File: config.mk
export PLATFORM = sky130hd
export DESIGN_NAME = pfvf_mailbox_bank
export DESIGN_NICKNAME = d
export VERILOG_FILES = /design/src/rtl/pfvf_mailbox_bank.sv
export SDC_FILE = /design/constraint.sdc
export NUM_CORES = 1
export LEC_CHECK = 0
export ABC_AREA = 1
export CORE_MARGIN = 2
export CORE_UTILIZATION = 35
export DETAILED_ROUTE_END_ITERATION = 10
export PLACE_DENSITY = 0.61
export SKIP_CTS_REPAIR_TIMING = 1
export SLEW_MARGIN = 20
export SYNTH_ARGS = -nofsm -noshare
export SYNTH_HDL_FRONTEND = slang
export SYNTH_SLANG_ARGS = --single-unit
File: constraint.sdc
create_clock -name clk -period 6.5 [get_ports clk]
set_input_delay 1.3 -clock clk [delete_from_list [all_inputs] [get_ports clk]]
set_output_delay 1.3 -clock clk [all_outputs]
set_load 0.05 [all_outputs]
File: src/rtl/pfvf_mailbox_bank.sv
module pfvf_mailbox_bank #(
  parameter int NUM_VF = 4,
  parameter logic [15:0] INUSE = 16'h6A5C,
  localparam int VFW = (NUM_VF > 1) ? $clog2(NUM_VF) : 1
) (
  input  logic              clk,
  input  logic              rst_n,
  input  logic              pf_wr,
  input  logic [VFW-1:0]    pf_addr,
  input  logic [1:0]        pf_be,
  input  logic [31:0]       pf_wdata,
  output logic [31:0]       pf_rdata,
  input  logic              vf_wr,
  input  logic [VFW-1:0]    vf_sel,
  input  logic [1:0]        vf_be,
  input  logic [31:0]       vf_wdata,
  output logic [31:0]       vf_rdata,
  output logic [NUM_VF-1:0] vf_irq,
  output logic              pf_irq,
  output logic [NUM_VF-1:0] pf_pend,
  output logic [NUM_VF-1:0] coll
);

  logic [31:0]       mbox    [NUM_VF];
  logic [31:0]       mbox_nx [NUM_VF];
  logic [NUM_VF-1:0] coll_nx;

  // returns {collision, accept}
  function automatic logic [1:0] judge(input logic [15:0] d, input logic [15:0] other,
                                       input logic c);
    if (d == INUSE && other == INUSE) return 2'b10;
    if (d[0] && !d[1])                return 2'b00;
    if (d[0] && c)                    return 2'b00;
    return 2'b01;
  endfunction

  always_comb begin
    for (int i = 0; i < NUM_VF; i++) begin : g_next
      logic        pf_hit, vf_hit, wen;
      logic [1:0]  be, lo_r, hi_r;
      logic [31:0] d;
      logic        set_c, clr_c;
      pf_hit = pf_wr && (pf_addr == VFW'(i));
      vf_hit = vf_wr && (vf_sel == VFW'(i));
      wen    = pf_hit || vf_hit;
      be     = pf_hit ? pf_be : vf_be;
      d      = pf_hit ? pf_wdata : vf_wdata;
      lo_r   = judge(d[15:0], mbox[i][31:16], coll[i]);
      hi_r   = judge(d[31:16], mbox[i][15:0], coll[i]);
      mbox_nx[i] = mbox[i];
      if (wen && be[0] && lo_r[0]) mbox_nx[i][15:0]  = d[15:0];
      if (wen && be[1] && hi_r[0]) mbox_nx[i][31:16] = d[31:16];
      set_c = (pf_hit && vf_hit) || (wen && be[0] && lo_r[1]) || (wen && be[1] && hi_r[1]);
      clr_c = wen && ((be[0] && lo_r[0] && d[15:0] == INUSE) ||
                      (be[1] && hi_r[0] && d[31:16] == INUSE));
      coll_nx[i] = set_c ? 1'b1 : (clr_c ? 1'b0 : coll[i]);
    end
  end

  always_ff @(posedge clk) begin
    if (!rst_n) begin
      for (int i = 0; i < NUM_VF; i++) mbox[i] <= '0;
      coll <= '0;
    end else begin
      for (int i = 0; i < NUM_VF; i++) mbox[i] <= mbox_nx[i];
      coll <= coll_nx;
    end
  end

  always_comb begin
    for (int i = 0; i < NUM_VF; i++) begin
      vf_irq[i]  = mbox[i][0];
      pf_pend[i] = mbox[i][16];
    end
  end

  assign pf_irq   = |pf_pend;
  assign pf_rdata = mbox[pf_addr];
  assign vf_rdata = mbox[vf_sel];

endmodule


==> metrics <==
Num CTS Buffers 17; worst skew pair latency 420 ps; GRT Util Overall 0.299; worst vdd ir 0.115 mV; Seq pwr share 0.334; nets 1712; Area Overhead vs Synth 27.3%; CTS HTree Levels 4; pwr dens 222 mW/mm^2; gr ovfl total 0; Critical Path RT 5200 ps; Sw Ratio 0.329; worst-margin pin slew 1070 ps; vias per cell 5.80; Post-Syn Nets 1624; Total Routed Length 43.3 mm; area share of the largest cell type after synthesis 0.280; critical path startpoint category input pin; largest cells by area after synthesis dfxtp_1, nand2_1, inv_1; Mapped Area 0.00944 mm^2; Fmax achieved 0.188 GHz; Worst-path clk slew 60 ps; Gate power share 0.239; Main synth FF type dfxtp_1; Mapped Cells 1548; clk sinks 132; via count 11.6k; Max Root-Sink Buffers 2; Chip Height 168 um; setup_tns 0 ps; drt first pass iters 8; mux cell area share after synthesis 0; maxcap violations 0; Final min period 5310 ps; crit path max fanout 19; simple-gate portion of the synthesized area 0.374; DR iter-0 viols 1746; Crit Path Class input pin to output pin; leakage power 4.85 nW; Int Power 1.79 mW; crit end category output pin; number of fillers in the final layout 2785; pin count of the biggest net entering global routing 62; vias in the first global route 10.5k; port bufs 152; complex-gate fraction of the synthesized area 0.221; layout cells sized above 1 0.0673; status completed; Slew HR 0.286; Async SR Flop Fraction 0; Worst EP arrival 4010 ps; synthesized flop and latch total 132; GP Congestion 1.03; EDFF count, synth 0; fin util 0.450; NetSw 877 uW; Post-Synth XOR/XNOR Area 0; row cnt 60; Netlist cell types 37; I/O pins 153; initial core utilization 0.353; initial antenna violation count 3; total power 2.66 mW; endpoints failing setup 0; Avg Inst Size Synth 6.10 um^2; Multi-input gate area 0.00562 mm^2; root buf cell clkbuf_16; Die ar. 0.0283 mm^2; number of remaining DRC errors 0; largest family of logic cells by synthesized area simple AND/OR/NAND/NOR gates; CTS tree done; post-detail-place hpwl 33.3 mm; Die W 168 um; final period utilization 0.817; RSZ-0062 raised after global routing false; routed wire length per instance 21.7 um; Clk pwr share 0.427; Hold WC Path Type flop to flop; Synth Area in Adders 0; cell taking the most area after synthesis dfxtp_1; antenna viol nets, final 0; Syn. warnings 0; register area share after synthesis 0.280; register area 0.00264 mm^2; Final Skew 7.79 ps; core area 0.0267 mm^2; global-route wire length before repair 63.8 mm; Slew Limit Fails 0; Hold Vio Cnt, Final 0
[sequential cells by signal, summed over array words and instances, names as in the netlist]
| name | cells |
|---|---|
| mbox | 128 |
| coll | 4 |
[power by group through the flow]
| stage | clock network (mW) | registers, mW | logic, mW |
|---|---|---|---|
| floorplan | 0 | 0.887 | 0.376 |
| global placement | 0 | 0.904 | 0.620 |
| detailed placement | 0 | 0.905 | 0.620 |
| CTS | 1.14 | 0.887 | 0.622 |
| global route | 1.18 | 0.892 | 0.677 |
| finish | 1.14 | 0.890 | 0.637 |
[worst max-delay path, cell delays in order]
cell and delay [ps]:
clkdlybuf4s50_1 530, inv_1 70, nor2_1 90, clkinv_1 520, buf_4 430, o221ai_1 200, clkdlybuf4s50_1 850
[cells in the final DEF, fill, tap and decap left out, types with 3 or more instances in the layout]
master	n
o221ai_1	63
a21oi_1	80
nor2_1	117
nand3b_1	8
a22oi_1	63
buf_4	16
clkdlybuf4s50_1	118
inv_1	176
inv_2	7
a211oi_1	24
nor3_1	5
clkbuf_16	17
or2_2	7
bufinv_16	6
nand3_1	54
dfxtp_1	132
nand4_1	61
diode_2	3
and2_1	16
nand3_2	6
o21ai_0	75
buf_12	32
o21ai_1	16
nand2_1	506
nor4_1	14
[per-layer routing]
metal,share of wire,up-vias,GRT usage,wire (um)
met5,0,-,0,0
met4,0.033,0,0.103,1430
met3,0.12,112,0.0693,5210
met2,0.42,741,0.437,18100
met1,0.43,5357,0.428,18600
li1,-,5355,-,-
[synthesized netlist by cell type (5+ instances only)]
cell type / n
buf_2: 36
nand4_1: 61
nand3b_1: 8
buf_4: 16
nor2_1: 118
nand2_1: 506
or2_2: 7
nand3_1: 54
inv_2: 6
nor3_1: 5
nor4_1: 14
a21oi_1: 80
dfxtp_1: 132
and2_1: 16
o221ai_1: 63
a22oi_1: 63
a211oi_1: 24
nand3_2: 6
inv_1: 177
o21ai_0: 75
o21ai_1: 16
clkbuf_1: 45
[layout make-up]
type / instances / share of cell area
Inverter: 185 / 0.0578
Tap cell: 341 / 0.0355
Timing Repair Buffer: 168 / 0.162
Clock buffer: 20 / 0.0372
Antenna cell: 3 / 0.000625
Clock inverter: 12 / 0.0188
Multi-Input combinational cell: 1132 / 0.468
Sequential cell: 132 / 0.220
[logic make-up after synthesis]
family	after synthesis
simple gates	807
buf+inv	284
compound gates	325
flops	132
[final timing paths]
path / startpoint / end / slack (ps) / depth (start not counted)
setup / recovery: vf_sel[1] / vf_rdata[15] / 1190 / 7
setup reg to reg: mbox[1][9] / mbox[1][21] / 4040 / 7
hold / removal: mbox[3][30] / mbox[3][30] / 470 / 2
hold reg to reg: mbox[3][30] / mbox[3][30] / 470 / 2
[through the flow]
| stage | instances | setup WS [ps] | hold slack, ps | instance area (um^2) |
|---|---|---|---|---|
| finish | 1993 | 1190 | 469 | 12000 |
| global route | 1992 | 1120 | 485 | 12000 |
| detailed placement | 1958 | 1250 | 460 | 11300 |
| CTS | 1990 | 1240 | 469 | 12000 |
| floorplan | 1548 | 2110 | 444 | 9440 |
| global placement | 1958 | 1230 | 453 | 11300 |
(Power assumes the default switching activity.)
